[config.mk]
export PLATFORM = sky130hd
export DESIGN_NAME = mem_arb3
export DESIGN_NICKNAME = d
export VERILOG_FILES = /design/src/rtl/arb3_pkg.sv /design/src/rtl/arb3_rank_pick.sv /design/src/rtl/arb3_hold_fsm.sv /design/src/rtl/mem_arb3.sv
export SDC_FILE = /design/constraint.sdc
export NUM_CORES = 1
export LEC_CHECK = 0
export BUFFER_PORTS_ARGS = -buffer_cell sky130_fd_sc_hd__buf_4
export CAP_MARGIN = 20
export CORE_AREA = 2 2 39 41
export DETAILED_ROUTE_END_ITERATION = 12
export DIE_AREA = 0 0 41 43
export GPL_ROUTABILITY_DRIVEN = 1
export PLACE_DENSITY = 0.41
export SYNTH_ARGS = -nofsm -noshare
export SYNTH_HDL_FRONTEND = slang
export SYNTH_SLANG_ARGS = --single-unit
[constraint.sdc]
create_clock -name clk -period 1 [get_ports clk]
set_input_delay 0.1 -clock clk [delete_from_list [all_inputs] [get_ports clk]]
set_output_delay 0.1 -clock clk [all_outputs]
set_load 0.02 [all_outputs]
[src/rtl/arb3_pkg.sv]
package arb3_pkg;
  localparam int NREQ     = 3;
  localparam int IDXW     = $clog2(NREQ);
  localparam int IDX_DMA  = 0;
  localparam int IDX_RFSH = 1;
  localparam int IDX_CPU  = 2;
  localparam int NMODES   = 2;

  // rank lists: rank 0 in the lowest field
  localparam logic [NREQ*IDXW-1:0] RANK_NORMAL =
    {IDXW'(IDX_CPU), IDXW'(IDX_RFSH), IDXW'(IDX_DMA)};
  localparam logic [NREQ*IDXW-1:0] RANK_AFTER_DMA =
    {IDXW'(IDX_DMA), IDXW'(IDX_CPU), IDXW'(IDX_RFSH)};

  typedef enum logic {ST_IDLE = 1'b0, ST_BUSY = 1'b1} arb_state_e;
endpackage

[src/rtl/arb3_rank_pick.sv]
module arb3_rank_pick #(
  parameter int NREQ = 3,
  parameter int IDXW = 2
) (
  input  logic [NREQ-1:0]      req,
  input  logic [NREQ*IDXW-1:0] rank,
  output logic [NREQ-1:0]      pick
);
  logic            taken;
  logic [IDXW-1:0] idx;

  always_comb begin
    pick  = '0;
    taken = 1'b0;
    idx   = '0;
    for (int r = 0; r < NREQ; r++) begin
      idx = rank[r*IDXW +: IDXW];
      if (!taken && req[idx]) begin
        pick[idx] = 1'b1;
        taken     = 1'b1;
      end
    end
  end

  // the picker never offers two winners
  always_comb begin
    a_r2_pick_single: assert ($onehot0(pick));
  end
endmodule

[src/rtl/arb3_hold_fsm.sv]
module arb3_hold_fsm
  import arb3_pkg::*;
#(
  parameter int NREQ    = 3,
  parameter int DMA_IDX = 0
) (
  input  logic            clk,
  input  logic            rst_n,
  input  logic [NREQ-1:0] pick_normal,
  input  logic [NREQ-1:0] pick_after,
  input  logic            xfer_done,
  output logic [NREQ-1:0] gnt,
  output logic            post_dma
);
  arb_state_e      state;
  logic [NREQ-1:0] pick_sel;

  assign pick_sel = post_dma ? pick_after : pick_normal;

  always_ff @(posedge clk) begin
    if (!rst_n) begin
      state    <= ST_IDLE;
      gnt      <= '0;
      post_dma <= 1'b0;
    end else begin
      case (state)
        ST_IDLE: begin
          post_dma <= 1'b0;
          if (|pick_sel) begin
            gnt   <= pick_sel;
            state <= ST_BUSY;
          end
        end
        ST_BUSY: begin
          if (xfer_done) begin
            gnt      <= '0;
            state    <= ST_IDLE;
            post_dma <= gnt[DMA_IDX];
          end
        end
        default: state <= ST_IDLE;
      endcase
    end
  end

  // one grant at most
  a_r2_gnt_onehot: assert property (@(posedge clk) disable iff (!rst_n)
    $onehot0(gnt));
  // grant held until done
  a_r5_gnt_hold: assert property (@(posedge clk) disable iff (!rst_n)
    (|gnt && !xfer_done) |=> (gnt == $past(gnt)));
  // done releases the grant
  a_r6_done_release: assert property (@(posedge clk) disable iff (!rst_n)
    (|gnt && xfer_done) |=> (gnt == '0));
  // rotated ranking lasts one cycle only
  a_r8_post_single: assert property (@(posedge clk) disable iff (!rst_n)
    post_dma |=> !post_dma);
endmodule

[src/rtl/mem_arb3.sv]
module mem_arb3
  import arb3_pkg::*;
(
  input  logic clk,
  input  logic rst_n,
  input  logic dma_req,
  input  logic rfsh_req,
  input  logic cpu_req,
  input  logic xfer_done,
  output logic dma_gnt,
  output logic rfsh_gnt,
  output logic cpu_gnt
);
  logic [NREQ-1:0]      req_vec;
  logic [NREQ-1:0]      gnt_vec;
  logic [NREQ-1:0]      pick_by_mode [NMODES];
  logic [NREQ*IDXW-1:0] rank_by_mode [NMODES];
  logic                 post_dma;

  always_comb begin
    req_vec           = '0;
    req_vec[IDX_DMA]  = dma_req;
    req_vec[IDX_RFSH] = rfsh_req;
    req_vec[IDX_CPU]  = cpu_req;
  end

  assign rank_by_mode[0] = RANK_NORMAL;
  assign rank_by_mode[1] = RANK_AFTER_DMA;

  for (genvar m = 0; m < NMODES; m++) begin : g_mode
    arb3_rank_pick #(.NREQ(NREQ), .IDXW(IDXW)) u_pick (
      .req  (req_vec),
      .rank (rank_by_mode[m]),
      .pick (pick_by_mode[m])
    );
  end

  arb3_hold_fsm #(.NREQ(NREQ), .DMA_IDX(IDX_DMA)) u_fsm (
    .clk         (clk),
    .rst_n       (rst_n),
    .pick_normal (pick_by_mode[0]),
    .pick_after  (pick_by_mode[1]),
    .xfer_done   (xfer_done),
    .gnt         (gnt_vec),
    .post_dma    (post_dma)
  );

  assign dma_gnt  = gnt_vec[IDX_DMA];
  assign rfsh_gnt = gnt_vec[IDX_RFSH];
  assign cpu_gnt  = gnt_vec[IDX_CPU];

  // a grant only rises for a requester seen at an idle edge
  for (genvar i = 0; i < NREQ; i++) begin : g_chk
    a_r3_gnt_needs_req: assert property (@(posedge clk) disable iff (!rst_n)
      $rose(gnt_vec[i]) |-> ($past(req_vec[i]) && $past(gnt_vec) == '0));
  end

  // normal ranking
  a_r4_dma_first: assert property (@(posedge clk) disable iff (!rst_n)
    (gnt_vec == '0 && !post_dma && dma_req) |=> dma_gnt);
  a_r4_rfsh_second: assert property (@(posedge clk) disable iff (!rst_n)
    (gnt_vec == '0 && !post_dma && !dma_req && rfsh_req) |=> rfsh_gnt);
  // rotated ranking
  a_r7_rfsh_first: assert property (@(posedge clk) disable iff (!rst_n)
    (gnt_vec == '0 && post_dma && rfsh_req) |=> rfsh_gnt);
  a_r7_cpu_over_dma: assert property (@(posedge clk) disable iff (!rst_n)
    (gnt_vec == '0 && post_dma && !rfsh_req && cpu_req) |=> cpu_gnt);
endmodule

==> results of run 1 <==
layout by cell type, fill, tap and decap left out:
cell and n:
sky130_fd_sc_hd__nand2b_1 1, sky130_fd_sc_hd__dfxtp_1 5, sky130_fd_sc_hd__nand2_1 6, sky130_fd_sc_hd__inv_1 1
sky130_fd_sc_hd__a21oi_2 1, sky130_fd_sc_hd__o21ai_1 3, sky130_fd_sc_hd__nand3_1 2, sky130_fd_sc_hd__o21ai_0 1
sky130_fd_sc_hd__mux2i_1 1, sky130_fd_sc_hd__clkbuf_4 3, sky130_fd_sc_hd__nor2_1 2, sky130_fd_sc_hd__clkbuf_1 1
sky130_fd_sc_hd__buf_4 10, sky130_fd_sc_hd__nor4_2 1, sky130_fd_sc_hd__and2b_4 1, sky130_fd_sc_hd__nand4b_1 1
flip-flops by register name, summed over array words and instances, names as in the netlist:
name,cells
u_fsm.gnt,3
u_fsm.post_dma,1
u_fsm.state,1
metal layers:
layer	vias up	global-route usage (%)
met5	-	0
met4	0	4.000
met2	9	8.438
met1	104	9.355
li1	119	-
met3	4	7.853
cells by family after synthesis:
family / share of synthesized area, %
compound gates: 11.55
buf+inv: 1.732
flops: 46.24
mux: 4.624
simple gates: 35.84
synth_stat cells:
cell type	n
sky130_fd_sc_hd__a21oi_1	1
sky130_fd_sc_hd__and2b_4	1
sky130_fd_sc_hd__dfxtp_1	5
sky130_fd_sc_hd__inv_1	1
sky130_fd_sc_hd__mux2i_1	1
sky130_fd_sc_hd__nand2_1	6
sky130_fd_sc_hd__nand2b_1	1
sky130_fd_sc_hd__nand3_1	2
sky130_fd_sc_hd__nand4b_1	1
sky130_fd_sc_hd__nor2_1	2
sky130_fd_sc_hd__nor4_2	1
sky130_fd_sc_hd__o21ai_0	1
sky130_fd_sc_hd__o21ai_1	3
final timing paths:
| path | startpoint | end | slack [ps] | cells past startpoint |
|---|---|---|---|---|
| setup reg to reg | u_fsm.state$_SDFF_PN0_ | u_fsm.state$_SDFF_PN0_ | 140 | 3 |
| hold / removal | dma_req | u_fsm.gnt[0]$_SDFFE_PN0P_ | 100 | 3 |
| hold reg to reg | u_fsm.gnt[1]$_SDFFE_PN0P_ | u_fsm.gnt[1]$_SDFFE_PN0P_ | 450 | 2 |
| setup / recovery | u_fsm.gnt[0]$_SDFFE_PN0P_ | dma_gnt | 140 | 1 |
metrics by stage:
| stage | instances | hold WS, ps | cell area, um2 |
|---|---|---|---|
| floorplan | 26 | 213.8 | 216.5 |
| global placement | 52 | 373.2 | 311.5 |
| detailed placement | 52 | 359.1 | 311.5 |
| CTS | 56 | 101.6 | 337.8 |
| global route | 56 | 114.6 | 341.6 |
| finish | 56 | 100.1 | 341.6 |
power by group through the flow:
stage | registers, mW | logic [mW] | clock network (mW)
floorplan | 0.227 | 0.0259 | 0
global placement | 0.220 | 0.0791 | 0
detailed placement | 0.220 | 0.0775 | 0
CTS | 0.217 | 0.0778 | 0.248
global route | 0.218 | 0.0877 | 0.262
finish | 0.217 | 0.0790 | 0.243
final cells by class:
class / count / area [um2]
Sequential cell: 5 / 100.1
Tap cell: 16 / 20.02
Inverter: 1 / 3.754
Multi-Input combinational cell: 20 / 116.4
Timing Repair Buffer: 10 / 75.07
Fill cell: 153 / 1042
Clock buffer: 4 / 26.28
what timing repair did:
item | CTS | global route
resized for setup | 0 | 1
endpoints found under the setup margin | 0 | 3
hold buffers | 0 | 0
endpoints found under the hold margin | 0 | 0
==> results.txt, run 1 <==
Leakage Power: 0.1472 nW
Slew at the pin closest to its max-slew limit: 320.5 ps
Ports placed on the boundary: 9
Vias per inst: 4.214
DIE AREA: 1763 um2
Pwr dens: 1578 nW/um2
Accumulated negative setup slack: 0 ps
Cells traversed along the worst timing path: buf_4
Fin crit period: 864.3 ps
Layout overhead on the synthesized area: 57.80%
Cell accounting for the most synthesized area: sky130_fd_sc_hd__dfxtp_1
Total global-route track usage: 7.739%
TritonCTS Sinks: 5
Number of hold violations in the final report: 0
Required time worst endpoint: 900 ps
Clock-pin slew of the registers on the worst-case setup and hold paths: 50 ps
Starting Density: 15.64%
RSZ-0062 raised after global routing: no
Count of buffers from port buffering: 8
Proportion of netlist area held by the largest area contributor: 46.24%
TritonCTS clock tree: yes
Met1 routed wirelength after detailed routing: 222 um
Via count of the first global-routing pass: 211
Core Footprint: 1384 um2
Buffer count from post-CTS setup fixing: 0
Site row count: 14
Detailed-routed wire length on met3: 63 um
Total CTS buffers: 3
Detailed router's first-iteration violation count: 1
Syn Std Cell Area: 216.5 um2
Crit path launch type: flop
Endpoint kind of the worst setup timing path: output port
Internal power: 0.4028 mW
Clock network fraction of total power: 45.1%
Worst setup timing slack at the placement stage: 46.27 ps
Number of standard cells after synthesis: 26
Power consumption: 0.5390 mW
Post-Syn Area per Cell: 8.325 um2
Seq cells post-synth: 5
Yosys cell types: 13
Max Transition Viols Final: 0
Routed length per instance: 8.768 um
Leftover overflow at the end of global routing: 0
Sequential fraction of design power: 40.2%
Part of the cycle the worst path needs: 86.43%
Post-layout net count: 47
DIE HEIGHT: 43 um
Count of buffer and inverter cells on the critical path: 1
Post-Synthesis Net Count: 32
Setup Viol. Count Final: 0
Core occupancy in the finished layout: 24.68%
Yosys warnings: 0
Slowest stage delay, CP: 360 ps
Maximum number of pins on one net before global-route repair: 7
Maximum clock insertion buffer count: 2
Number of routed nets with antenna violations: 0
Antenna violations before repair: 0
Maximum fanout along the worst path: 3
Relative slew slack: 78.45%
VDD IR max: 0.0007169 V
Final clock skew: 2.728 ps
First-pass iteration count of the detailed router: 2
Clock Latency Late Sink: 250 ps
Critical path start-end classification: flop to output port
Critical path data arrival time: 760 ps
Root Buffer: sky130_fd_sc_hd__clkbuf_4
Register area share after synthesis: 46.24%
Die X-Extent: 41 um
Type of the most critical hold path: input port to flop
Uppermost layer routed: met4
Worst setup margin: 135.7 ps
Status: completed
Final HPWL from detailed placement: 388.3 um
Total length of routed wires: 491 um
First-pass GRT wire length: 841 um
Inserted Diodes: 0
Share of layout cells above drive strength 1: 40.00%
Part of the power in combinational logic: 14.7%
Main area contributors after synthesis: sky130_fd_sc_hd__dfxtp_1 46%, sky130_fd_sc_hd__nand2_1 10%, sky130_fd_sc_hd__o21ai_1 6.9%
Vias after detailed routing: 236
Number of design rule violations left after detail routing: 0
Peak Freq: 1157 MHz
Proportion of total power due to net switching: 25.27%
Cell with the largest stage delay on the worst path: sky130_fd_sc_hd__dfxtp_1
WL met2: 188 um
Top cell family by delay on the critical path: flip-flops
Global placer's final weighted congestion: 0.7621
Maximum level of the CTS H-tree: 1
Number of violations of the max-capacitance limit: 0
Net switching component of the power: 0.1362 mW
Power figures use the tool's default switching activity.
==> run 2, diff against run 1 <==
--- a/config.mk
+++ b/config.mk
@@ -7,11 +7,13 @@
 export LEC_CHECK = 0
 export BUFFER_PORTS_ARGS = -buffer_cell sky130_fd_sc_hd__buf_4
 export CAP_MARGIN = 20
+export CELL_PAD_IN_SITES_DETAIL_PLACEMENT = 0
+export CELL_PAD_IN_SITES_GLOBAL_PLACEMENT = 1
 export CORE_AREA = 2 2 39 41
 export DETAILED_ROUTE_END_ITERATION = 12
 export DIE_AREA = 0 0 41 43
 export GPL_ROUTABILITY_DRIVEN = 1
-export PLACE_DENSITY = 0.41
+export PLACE_DENSITY = 0.5
 export SYNTH_ARGS = -nofsm -noshare
 export SYNTH_HDL_FRONTEND = slang
 export SYNTH_SLANG_ARGS = --single-unit
==> constraint.sdc (replaced) <==
create_clock -name clk -period 0.8 [get_ports clk]
set_input_delay 0.08 -clock clk [delete_from_list [all_inputs] [get_ports clk]]
set_output_delay 0.08 -clock clk [all_outputs]
set_load 0.02 [all_outputs]
==> results.txt, run 2 (synthesized netlist as in run 1, its figures left out) <==
Total global-route track usage: 8.617%
Vias per inst: 4.070
Ports placed on the boundary: 9
First-pass iteration count of the detailed router: 2
Starting Density: 15.64%
Critical path data arrival time: 1030 ps
VDD IR max: 0.0006698 V
Leftover overflow at the end of global routing: 0
Number of routed nets with antenna violations: 0
Slew at the pin closest to its max-slew limit: 239.3 ps
Share of layout cells above drive strength 1: 48.78%
Peak Freq: 1172 MHz
# hold bufs at CTS: 0
Pwr dens: 1838 nW/um2
Maximum number of pins on one net before global-route repair: 7
Violated checks: negative setup slack
Core Footprint: 1384 um2
Layout overhead on the synthesized area: 71.68%
Root Buffer: sky130_fd_sc_hd__clkbuf_4
Reg with most FFs: u_fsm.gnt
Biggest regs: u_fsm.gnt (3), u_fsm.post_dma (1), u_fsm.state (1)
Endpoint kind of the worst setup timing path: flop
TritonCTS Sinks: 5
Post-layout net count: 48
Setup Viol. Count Final: 3
Total length of routed wires: 556 um
Vias after detailed routing: 232
Worst setup margin: -53.05 ps
Final clock skew: 6.801 ps
Max Transition Viols Final: 0
Count of buffers from port buffering: 8
Leakage Power: 0.1557 nW
TritonCTS clock tree: yes
Fin crit period: 853.1 ps
Accumulated negative setup slack: -127.2 ps
Relative slew slack: 83.93%
Type of the most critical hold path: input port to flop
Global placer's final weighted congestion: 0.7249
Clock Latency Late Sink: 240 ps
Required time worst endpoint: 980 ps
Number of design rule violations left after detail routing: 0
Detailed router's first-iteration violation count: 3
Clock-pin slew of the registers on the worst-case setup and hold paths: 50 ps
Maximum level of the CTS H-tree: 1
Maximum fanout along the worst path: 4
Commonest non-fill, non-tap cell in the layout: sky130_fd_sc_hd__buf_4
Worst hold margin: 88.02 ps
Inserted Diodes: 0
Leading cell types in the layout, fill and taps excluded: 9 x sky130_fd_sc_hd__buf_4, 6 x sky130_fd_sc_hd__nand2_1, 3 x sky130_fd_sc_hd__o21ai_1, 3 x sky130_fd_sc_hd__clkbuf_4
Number of hold violations in the final report: 0
Crit path launch type: flop
DIE AREA: 1763 um2
Site row count: 14
Part of the cycle the worst path needs: 106.6%
RSZ-0062 raised after global routing: yes
Worst setup timing slack at the placement stage: -28.28 ps
Largest register FFs: 3
Number of violations of the max-capacitance limit: 0
DIE HEIGHT: 43 um
Final HPWL from detailed placement: 412.2 um
Routed length per instance: 9.754 um
Total CTS buffers: 3
First-pass GRT wire length: 959 um
Critical path start-end classification: flop to flop
Maximum clock insertion buffer count: 2
Via count of the first global-routing pass: 230
Filler Cell Count: 157
Status: finished with violations
Antenna violations before repair: 0
Die X-Extent: 41 um
run 2: cell count changes in the layout (fill, tap and decap cells not counted), sizes merged:
cell	change
buf	+1
run 2: worst paths after layout:
| kind | start | endpoint | slack [ps] | cells past startpoint |
|---|---|---|---|---|
| setup reg to reg | u_fsm.state$_SDFF_PN0_ | u_fsm.gnt[2]$_SDFFE_PN0P_ | -50 | 3 |
| hold / removal | rst_n | u_fsm.state$_SDFF_PN0_ | 90 | 3 |
| hold reg to reg | u_fsm.gnt[1]$_SDFFE_PN0P_ | u_fsm.gnt[1]$_SDFFE_PN0P_ | 460 | 2 |
| setup / recovery | u_fsm.state$_SDFF_PN0_ | u_fsm.gnt[2]$_SDFFE_PN0P_ | -50 | 3 |
run 2: what timing repair did:
action,CTS,global route
gates resized for setup,3,4
pin swaps,0,1
setup endpoints to repair,4,6
setup buffers,0,0
endpoints found under the hold margin,0,0
gates cloned,0,0
run 2: area by class of cell:
class,instances,area [um2],area share [%]
Tap cell,16,20.02,5.387
Sequential cell,5,106.4,28.62
Timing Repair Buffer,11,90.09,24.24
Clock buffer,4,26.28,7.071
Inverter,1,3.754,1.010
Multi-Input combinational cell,20,125.1,33.67
run 2: worst max-delay path, cell delays in order, from the launching register on:
cell,delay (ps)
sky130_fd_sc_hd__dfxtp_4,360
sky130_fd_sc_hd__and2b_4,260
sky130_fd_sc_hd__nand4b_1,90
sky130_fd_sc_hd__o21ai_1,80
run 2: where the power goes:
group          switching (mW)  internal [mW]
clock                   0.108          0.189
sequential             0.0129          0.263
combinational          0.0490         0.0609
total                   0.170          0.513
run 2: layer usage:
layer	global-route usage (%)	wire length (um)	vias to the layer above
met3	5.236	45	0
met1	9.265	238	109
met4	8.000	0	0
met2	10.94	272	5
met5	0	0	-
li1	-	-	118
run 2: stage by stage:
stage	util, %	cells	total power, mW	cell area [um2]
finish	26.85	57	0.6832	371.6
global route	26.85	57	0.7283	371.6
CTS	26.04	57	0.6917	360.3
detailed placement	23.15	53	0.3783	320.3
global placement	23.15	53	0.3787	320.3
floorplan	-	26	0.3177	217.7
==> run 3, diff against run 2 <==
--- a/config.mk
+++ b/config.mk
@@ -9,9 +9,9 @@
 export CAP_MARGIN = 20
 export CELL_PAD_IN_SITES_DETAIL_PLACEMENT = 0
 export CELL_PAD_IN_SITES_GLOBAL_PLACEMENT = 1
-export CORE_AREA = 2 2 39 41
+export CORE_AREA = 5 5 42 44
 export DETAILED_ROUTE_END_ITERATION = 12
-export DIE_AREA = 0 0 41 43
+export DIE_AREA = 0 0 47 49
 export GPL_ROUTABILITY_DRIVEN = 1
 export PLACE_DENSITY = 0.5
 export SYNTH_ARGS = -nofsm -noshare
==> results.txt, run 3 (synthesized netlist as in run 1, its figures left out) <==
Slew at the pin closest to its max-slew limit: 233.2 ps
Critical path data arrival time: 1010 ps
RSZ-0062 raised after global routing: yes
Peak Freq: 1203 MHz
Via count of the first global-routing pass: 235
Pwr dens: 1902 nW/um2
Site row count: 14
First-pass GRT wire length: 938 um
Largest register FFs: 3
Vias after detailed routing: 221
Worst setup timing slack at the placement stage: -63.95 ps
Vias per inst: 4.018
# hold bufs at CTS: 0
Part of the cycle the worst path needs: 103.9%
Routed length per instance: 10.15 um
Number of hold violations in the final report: 0
Maximum number of pins on one net before global-route repair: 7
Power consumption: 0.6853 mW
Share of layout cells above drive strength 1: 46.15%
Buffer count from post-CTS setup fixing: 0
Biggest regs: u_fsm.gnt (3), u_fsm.post_dma (1), u_fsm.state (1)
Maximum fanout along the worst path: 4
Setup slack, reg-to-reg: -30 ps
Total CTS buffers: 3
DIE AREA: 2303 um2
TritonCTS Sinks: 5
Ports placed on the boundary: 9
Clock Latency Late Sink: 250 ps
Accumulated negative setup slack: -66.75 ps
Number of routed nets with antenna violations: 0
Post-Place Cells: 51
DIE HEIGHT: 49 um
Count of buffers from port buffering: 8
Critical path start-end classification: flop to flop
Final HPWL from detailed placement: 419.2 um
Post-layout net count: 46
Core Footprint: 1401 um2
Worst hold margin: 90.00 ps
Reg with most FFs: u_fsm.gnt
Setup Viol. Count Final: 3
Layout overhead on the synthesized area: 66.47%
Number of design rule violations left after detail routing: 0
Detailed router's first-iteration violation count: 3
Violated checks: negative setup slack
Inserted Diodes: 0
Core occupancy in the finished layout: 25.71%
Max Transition Viols Final: 0
Status: finished with violations
TritonCTS clock tree: yes
Number of violations of the max-capacitance limit: 0
Fin crit period: 831.5 ps
Root Buffer: sky130_fd_sc_hd__clkbuf_4
Total length of routed wires: 558 um
Type of the most critical hold path: input port to flop
Crit path launch type: flop
Clock-pin slew of the registers on the worst-case setup and hold paths: 50 ps
First-pass iteration count of the detailed router: 2
Endpoint kind of the worst setup timing path: flop
Leading cell types in the layout, fill and taps excluded: 6 x sky130_fd_sc_hd__nand2_1, 6 x sky130_fd_sc_hd__buf_4, 3 x sky130_fd_sc_hd__o21ai_1, 3 x sky130_fd_sc_hd__clkbuf_4, 3 x sky130_fd_sc_hd__buf_6
Leftover overflow at the end of global routing: 0
Required time worst endpoint: 980 ps
Leakage Power: 0.1469 nW
Total global-route track usage: 5.977%
Maximum level of the CTS H-tree: 1
Final cell count without fillers: 55
Area post-placement: 305.3 um2
Starting Density: 15.45%
Antenna violations before repair: 0
VDD IR max: 0.0007951 V
Area of all placed cells without fillers: 360.3 um2
Worst setup margin: -31.55 ps
Die X-Extent: 47 um
Global placer's final weighted congestion: 0.8123
Final clock skew: 1.374 ps
Relative slew slack: 84.34%
Maximum clock insertion buffer count: 2
==> run 3: worst max-delay path: stages (launching register included) <==
cell and delay, ps:
sky130_fd_sc_hd__dfxtp_4 350, sky130_fd_sc_hd__and2b_4 250, sky130_fd_sc_hd__nand4b_1 80, sky130_fd_sc_hd__o21ai_1 80
==> run 3: final cells by class <==
class / count / area, um2
Timing Repair Buffer: 9 / 78.83
Tap cell: 16 / 20.02
Multi-Input combinational cell: 20 / 125.1
Fill cell: 158 / 1041
Inverter: 1 / 3.754
Sequential cell: 5 / 106.4
Clock buffer: 4 / 26.28
==> run 3: worst paths after layout <==
check                       startpoint                   endpoint  cells past startpoint
min                              rst_n     u_fsm.state$_SDFF_PN0_                      3
max             u_fsm.state$_SDFF_PN0_  u_fsm.gnt[2]$_SDFFE_PN0P_                      3
min reg2reg  u_fsm.gnt[1]$_SDFFE_PN0P_  u_fsm.gnt[1]$_SDFFE_PN0P_                      2
max reg2reg     u_fsm.state$_SDFF_PN0_  u_fsm.gnt[2]$_SDFFE_PN0P_                      3
==> run 3: where the power goes <==
group | internal (mW) | switching (mW)
clock network | 0.189 | 0.115
logic | 0.0558 | 0.0488
registers | 0.263 | 0.0128
total | 0.508 | 0.177
==> run 3: layer usage <==
metal	routed length, um	global-route usage (%)	up-vias
met1	243	6.127	99
met4	22	5.530	0
met5	0	0	-
met3	21	3.321	3
li1	-	-	114
met2	271	8.145	5
==> run 3: what timing repair did <==
item | 4_1_cts | 5_1_grt
endpoints found under the setup margin | 4 | 6
gates resized for setup | 3 | 5
pin swaps | 0 | 1
cloned | 0 | 0
